`src/rtl/txdesc_walker.sv`:
```
module txdesc_walker #(
  parameter int CNT_W  = 11,
  parameter int STRIDE = 16
) (
  input  logic        clk,
  input  logic        rst_n,
  input  logic [31:0] base_addr,
  input  logic        poll,
  output logic        mem_req,
  output logic        mem_we,
  output logic [31:0] mem_addr,
  output logic [31:0] mem_wdata,
  input  logic [31:0] mem_rdata,
  input  logic        mem_ack,
  output logic [7:0]  out_data,
  output logic        out_valid,
  input  logic        out_ready,
  output logic        out_last,
  input  logic        out_abort
);
  localparam logic [CNT_W-1:0] ONE = CNT_W'(1);
  localparam logic [31:0] STEP = 32'(STRIDE);

  typedef enum logic [2:0] {IDLE, STS, CTL, BUF, WORD, EMIT, WB} st_t;
  st_t state;

  logic [31:0]      off, bp, word;
  logic [CNT_W-1:0] rem;
  logic             f_last, f_eor, f_setup, err, pend;

  wire [31:0] cur = base_addr + off;

  assign mem_req   = (state == STS) || (state == CTL) || (state == BUF) ||
                     (state == WORD) || (state == WB);
  assign mem_we    = (state == WB);
  assign mem_wdata = {16'h0, err, 15'h0};
  assign out_valid = (state == EMIT);
  assign out_data  = word[{bp[1:0], 3'b000} +: 8];
  assign out_last  = out_valid && f_last && (rem == ONE);

  always_comb begin
    case (state)
      CTL:     mem_addr = cur + 32'd4;
      BUF:     mem_addr = cur + 32'd8;
      WORD:    mem_addr = {bp[31:2], 2'b00};
      default: mem_addr = cur;
    endcase
  end

  always_ff @(posedge clk) begin
    if (!rst_n) begin
      state <= IDLE; off <= '0; bp <= '0; word <= '0; rem <= '0;
      f_last <= 1'b0; f_eor <= 1'b0; f_setup <= 1'b0; err <= 1'b0; pend <= 1'b0;
    end else begin
      if (poll && state != IDLE) pend <= 1'b1;
      if (out_abort && (state == WORD || state == EMIT)) err <= 1'b1;
      case (state)
        IDLE: if (poll) state <= STS;
        STS: if (mem_ack) begin
          if (mem_rdata[31]) state <= CTL;
          else begin
            pend  <= 1'b0;
            state <= (pend || poll) ? STS : IDLE;
          end
        end
        CTL: if (mem_ack) begin
          rem     <= mem_rdata[CNT_W-1:0];
          f_last  <= mem_rdata[30];
          f_setup <= mem_rdata[27];
          f_eor   <= mem_rdata[25];
          if (mem_rdata[29]) err <= 1'b0;
          state <= BUF;
        end
        BUF: if (mem_ack) begin
          bp    <= mem_rdata;
          state <= (f_setup || rem == '0) ? WB : WORD;
        end
        WORD: if (mem_ack) begin
          word  <= mem_rdata;
          state <= EMIT;
        end
        EMIT: if (out_ready) begin
          rem <= rem - ONE;
          bp  <= bp + 32'd1;
          if (rem == ONE) state <= WB;
          else if (bp[1:0] == 2'b11) state <= WORD;
        end
        WB: if (mem_ack) begin
          off   <= f_eor ? 32'd0 : off + STEP;
          state <= STS;
        end
        default: state <= IDLE;
      endcase
    end
  end


  out_hold_chk: assert property (@(posedge clk) disable iff (!rst_n)
    out_valid && !out_ready |=> out_valid && $stable(out_data) && $stable(out_last));


  mem_hold_chk: assert property (@(posedge clk) disable iff (!rst_n)
    mem_req && !mem_ack |=> mem_req && $stable(mem_addr) && $stable(mem_we));


  ring_step_chk: assert property (@(posedge clk) disable iff (!rst_n)
    mem_req && mem_we && mem_ack |=> mem_req && !mem_we &&
      (mem_addr == $past(mem_addr) + STEP || mem_addr == base_addr));


  poll_start_chk: assert property (@(posedge clk) disable iff (!rst_n)
    !mem_req && !out_valid && poll |=> mem_req && !mem_we && mem_addr == base_addr + off);


  last_end_chk: assert property (@(posedge clk) disable iff (!rst_n)
    out_valid && out_ready && out_last |=> !out_valid);
endmodule

```
`config.mk`:
```
export PLATFORM = sky130hd
export DESIGN_NAME = txdesc_walker
export DESIGN_NICKNAME = d
export VERILOG_FILES = /design/src/rtl/txdesc_walker.sv
export SDC_FILE = /design/constraint.sdc
export NUM_CORES = 1
export LEC_CHECK = 0
export ABC_AREA = 1
export BUFFER_PORTS_ARGS = -buffer_cell sky130_fd_sc_hd__buf_4
export CAP_MARGIN = 10
export CORE_MARGIN = 1
export CORE_UTILIZATION = 50
export CTS_CLUSTER_DIAMETER = 50
export DETAILED_ROUTE_END_ITERATION = 10
export PLACE_DENSITY = 0.77
export SLEW_MARGIN = 25
export SYNTH_ARGS = -nofsm -noshare
export SYNTH_HDL_FRONTEND = slang
export SYNTH_SLANG_ARGS = --single-unit
```
`constraint.sdc`:
```
create_clock -name clk -period 2.2 [get_ports clk]
set_input_delay 0 -clock clk [delete_from_list [all_inputs] [get_ports clk]]
set_output_delay 0 -clock clk [all_outputs]
set_load 0.01 [all_outputs]
```
## Word-level counts from Yosys, hierarchy flattened

Index checks and enable logic that the tools add are counted.

| word-level totals | value |
|---|---|
| bits in registers | 115 |
| word-level logic and storage cells | 84 |

| operators by class | value |
|---|---|
| add/subtract/negate cells | 6 |
| eq/ne operators | 16 |
| shifts and indexed selects | 1 |
| muxes and demuxes | 29 |
| reduce and logical (&&, ||, !) cells | 22 |

Operators with widths:

| operator | count |
|---|---|
| 2-to-1 mux 32 bit | 3 |
| case mux 32 bit (3 select lines) | 1 |
| case mux 32 bit (2 select lines) | 1 |
| adder 32 x 1 -> 32 bit, second input constant | 1 |
| adder 32 x 3 -> 32 bit, second input constant | 1 |
| adder 32 bit | 1 |
| adder 32 x 4 -> 32 bit, second input constant | 1 |
| adder 32 x 5 -> 32 bit, second input constant | 1 |
| variable part select 32 x 6 -> 8 bit | 1 |
| 2-to-1 mux 3 bit | 9 |
| 2-to-1 mux 11 bit | 2 |
| case mux 11 bit (2 select lines) | 1 |
| case mux 3 bit (7 select lines) | 1 |
| == test 11 x 1 -> 1 bit, second input constant | 1 |
| logical NOT 11 bit | 1 |
| subtractor 11 x 1 -> 11 bit, second input constant | 1 |
| != test 2 bit, second input constant | 5 |
| == test 3 bit, second input constant | 3 |
| 2-to-1 mux 1 bit | 9 |
| AND reduction 8 bit | 1 |
| logical OR 1 bit | 7 |
| == test 3 x 2 -> 1 bit, second input constant | 2 |
| AND reduction 2 bit | 3 |
| AND reduction 3 bit | 2 |
| 9 further kinds | 15 |

## Longest topological paths before layout

| logic depth | value |
|---|---|
| depth in word-level cells | 7 |
| mapped depth | 20 |
| mapped depth without buffers | 20 |

## Worst setup path before layout

OpenSTA, ideal clock, no wires.

| path | value |
|---|---|
| kind | reg-to-output |
| from | reg off[7] |
| to | out mem_addr[26] |
| arrival | 2.267 ns |
| required time | 2.200 ns |
| setup slack | -0.067 ns |
| stages on the path, launching flop included | 18 |
| path buffers | 0 |
| cells stage by stage | dfxtp_1 -> ha_1 -> nand2_1 -> nor2_1 -> nand3b_1 -> nand2_2 -> nand2_1 -> nand2_1 -> nand2_1 -> nand2_1 -> nand2_2 -> nor2_4 -> nand2_2 -> nor2_2 -> nand2_1 -> nor3_2 -> nor2_1 -> a21oi_1 |

| on the way | value |
|---|---|
| cells in the longest elaborated chain, start to end | 3 |
| elaborated cells on any way between the ends | 4 |

Ends and longest elaborated chain:

| what | line | source |
|---|---|---|
| start: declaration | 27 | `logic [31:0] off, bp, word;` |
| start signal: assignment | 89 | `off <= f_eor ? 32'd0 : off + STEP;` |
| adder 32 bit * | 31 | `wire [31:0] cur = base_addr + off;` |
| adder 32 x 4 -> 32 bit / adder 32 x 3 -> 32 bit (equally long branches) | 44, 43 |  |
| case mux 32 bit (3 select lines) * | 42 | `case (state)` |
| end: declaration | 11 | `output logic [31:0] mem_addr,` |

Mark *: on every way between the ends. The rest lies on a longest branch, timed or not.

## Worst setup path after layout

| path | value |
|---|---|
| from | reg off[8] |
| to | out mem_addr[15] |

The elaborated chain is that of the path after synthesis.

==> results.md <==
* Unrepaired setup endpoints after global routing: yes
* Final Setup Violations at 32
* Status: complete, but fails checks
* CTS tree: yes
* Synth area leader: dfxtp_1
* Area grow syn2layout at 53.8%
* Endpoint class of the critical path: primary output
* Antenna viol nets, final at 0
* CP Data Required Time at about 2200 ps
* CP delay by family, top: simple AND/OR/NAND/NOR gates
* Post-synthesis sequential area ratio at between 20% and 30%
* Asr flop ratio synth at 0%
* Pre-antenna DRT Iters at 7
* Hold crit path type: in2reg
* Via density at 5.79
* Hold depth at 4
* H-tree levels at 3
* DIE AREA at roughly 21000 um^2
* PwrDens at approximately 630 nW/um^2
* Iter 0 DRT Violations at roughly 1800
* IO Count at 146
* Most used routing layer: met2
* Final setup margin at -787 ps
* First-pass GRT wire length at 65.7 mm
* Tot GR Track Use at about two fifths
* Worst IR Drop VDD at 797 uV
* Final Hold Viols at 0
* Initial Utilization at approximately 51%
* Post-route insts no fill at 2441
* Syn Area/Cell at roughly 6 um^2
* Worst Hold Endpoint: off[7]
* CP Class: reg2out
* Slowest CP cell: dfxtp_2
* Final slew viol count at 0
* Main flop type after synthesis: dfxtp_1
* WL/cell at approximately 18 um
* Max Cap Viol at 0
* CORE AREA at 20200 um^2
* Synth Register Bits at approximately 110
* Mapped Cells at around 1800
* Diodes inserted at 0
* EDFF count, synth at 0
* Startpoint Class: flop
* Max_slew headroom at about two fifths
* Buf+Inv Stages, Crit Path at 5
* Register-to-register setup slack at -100 ps
* DRC violations left at 0
* Gpl congestion at 0.991
* Largest net degree at the start of global routing at 50
* Initial antenna violation count at 1
* Vias in the first global route at 12778
* Layout cells sized above 1 at 37.2%
* Via count at 14131
* Mapped Area at 10300 um^2
* Hold path startpoint: mem_ack
* Met2 Usage GRT at between 60 and 70%
* Global route overflow at 0
* Global-route met1 utilization at a little over half
* I/O Buffers at approximately 110
* Placement row count at 52
* Ys Warns at 0
* Worst skew pair latency at approximately 380 ps
* Critical Path Max Stage Delay at roughly 350 ps
* Layout Skew at about 9.9 ps
* Final wirelength at 44.8 mm
* Placed insts at roughly 2300
* Fin crit share at 136%
* R2R depth at 14
* Clk buf depth at 2
* CTS clock-pin slew for the worst setup and hold paths at about 90 ps
* Fmax achieved at about 330 MHz
* Root buffer cell: clkbuf_16
* Cell repeated most along the worst path: nand2_2
* Critical Path AT at between 2000 and 3000 ps
* Worst slew pin tran at approximately 870 ps
* Clock sinks at 111
* Hpwl dp at 31.0 mm
* P_leak at around 7.3 nW
* Layout fillers at between 1000 and 1500
* Min Tclk post-route at around 3000 ps
* Failing checks: negative setup slack
* Met3 usage at approximately 8.2%
* Chip height at 146 um
* Reg-to-Reg End: off[29]
* Finished Core Util at between 70% and 80%
* CP max FO at 4
* Crit-path cells: ha_4 -> nand2_1 -> nand2_2 -> inv_2 -> buf_4 -> nand2_2 -> nand2_1 -> nand2_2 -> inv_4 -> nor2_4 -> inv_4 -> nor2_4 -> nand2_2 -> nand2_1 -> nand2_2 -> o31ai_2 -> o211ai_1 -> buf_4
* Die width at between 100 and 150 um
* Layout net count at 2270
* Synth top area share at between 20% and 30%
* Reg2reg start: state[2]
* Synth unique cells at 53
* Number of CTS-inserted buffers at 9
* Synth area leaders: dfxtp_1 (21%), nand2_1 (18%), inv_1 (7.9%)
worst max path at each step:
stage                 start           end  cells past startpoint  slack (ps)
global placement    off[10]  mem_addr[15]                     14        -560
CTS                  off[5]  mem_addr[15]                     15        -690
floorplan           off[12]  mem_addr[23]                     16          -3
finish               off[8]  mem_addr[15]                     18        -790
global route        off[14]  mem_addr[25]                     20        -900
detailed placement  off[10]  mem_addr[15]                     14        -590
metrics by stage:
step / cell area (um^2) / hold WS (ps) / power (W) / setup TNS (ps) / setup WS, ps
3_3_place_gp: 13100 / 250 / 0.00724 / -10030 / -555
2_1_floorplan: 10500 / 87.1 / 0.00518 / -6.20 / -3.35
6_report: 15900 / 41.1 / 0.00999 / -16880 / -787
4_1_cts: 14800 / 48.3 / 0.00943 / -14370 / -692
5_1_grt: 15900 / 76.8 / 0.0104 / -21230 / -896
3_5_place_dp: 13100 / 253 / 0.00731 / -11160 / -591
cell usage after synthesis, types with 6 or more instances:
cell,number
clkbuf_1,45
o22ai_1,13
nand2_1,490
a31oi_1,27
o211ai_1,7
nand3b_1,7
xor2_1,23
nand2_2,19
dfxtp_1,111
o21bai_1,13
o21ai_1,6
inv_2,17
o2111ai_1,10
nand3_1,150
nor2_1,158
o21ai_0,118
inv_1,217
nor2_4,9
a21oi_1,105
nor2_2,22
nand4_1,45
ha_1,34
buf_4,33
xnor2_1,9
nor3_1,27
routing by layer:
layer	part of all wire, %	vias to the layer above	wire [um]
li1	-	6571	-
met1	41	6532	18200
met2	45	869	20100
met3	11	157	4770
met4	3.8	2	1720
met5	0.027	-	12
final cells by class:
cell class	count	area, um^2	share of cell area (%)
clock buffer	9	225	1.42
tap	270	338	2.13
sequential	111	2260	14.2
inverter	237	911	5.73
multi-input combinational	1373	8620	54.2
timing repair buffer	434	3460	21.7
clock inverter	7	81.3	0.512
layout by cell type (no fill, tap or decap), types with 31 or more instances in the layout:
cell | Yosys | final
nand3_1 | 150 | 124
o21ai_0 | 118 | 90
inv_2 | 17 | 31
nand4_1 | 45 | 45
buf_4 | 33 | 379
nor2_4 | 9 | 64
nand2_2 | 19 | 84
conb_1 | 1 | 32
dlygate4sd3_1 | 0 | 34
nor2_1 | 158 | 99
inv_1 | 217 | 197
dfxtp_1 | 111 | 88
nand2_4 | 0 | 35
a21oi_1 | 105 | 90
nand2_1 | 490 | 389
worst reg2reg max path, stage by stage (launching register included):
cell     delay, ps
dfxtp_2        360
inv_2           60
nor3_4         230
nand2_4        120
nor2_4         140
nand2_2         90
nor2_4         140
nand3_2         70
inv_2           80
nand2_4         60
nor2_4         220
nand3_4        160
buf_4          210
nor3b_1        180
nor2_1          70
flip-flops by register name (all words and copies together), names as in the netlist, 3 cells and up:
| signal | count |
|---|---|
| rem | 11 |
| state | 3 |
| word | 32 |
| bp | 32 |
| off | 28 |
power breakdown:
part	switching (W)	internal, W	leakage, nW
registers	0.000228	0.00226	0.911
logic	0.00342	0.00226	6.23
clock network	0.00101	0.000825	0.150
total	0.00465	0.00534	7.30
logic make-up after synthesis:
kind of cell / after synthesis / share of synthesized area (%)
adders and majority gates: 34 / 4.12
buffers and inverters: 320 / 12.9
and+or+nand+nor: 953 / 40.9
AOI/OAI and AO/OA: 320 / 17.5
xor gates and xnor gates: 34 / 3.03
other: 1 / 0.0363
DFF: 111 / 21.5
timing repair:
item,CTS,global route
resized for setup,222,244
endpoints found under the hold margin,61,0
endpoints found under the setup margin,41,65
setup buffers,26,29
hold buffers,34,0
pin swaps,79,118
Power figures use the tool's default switching activity.
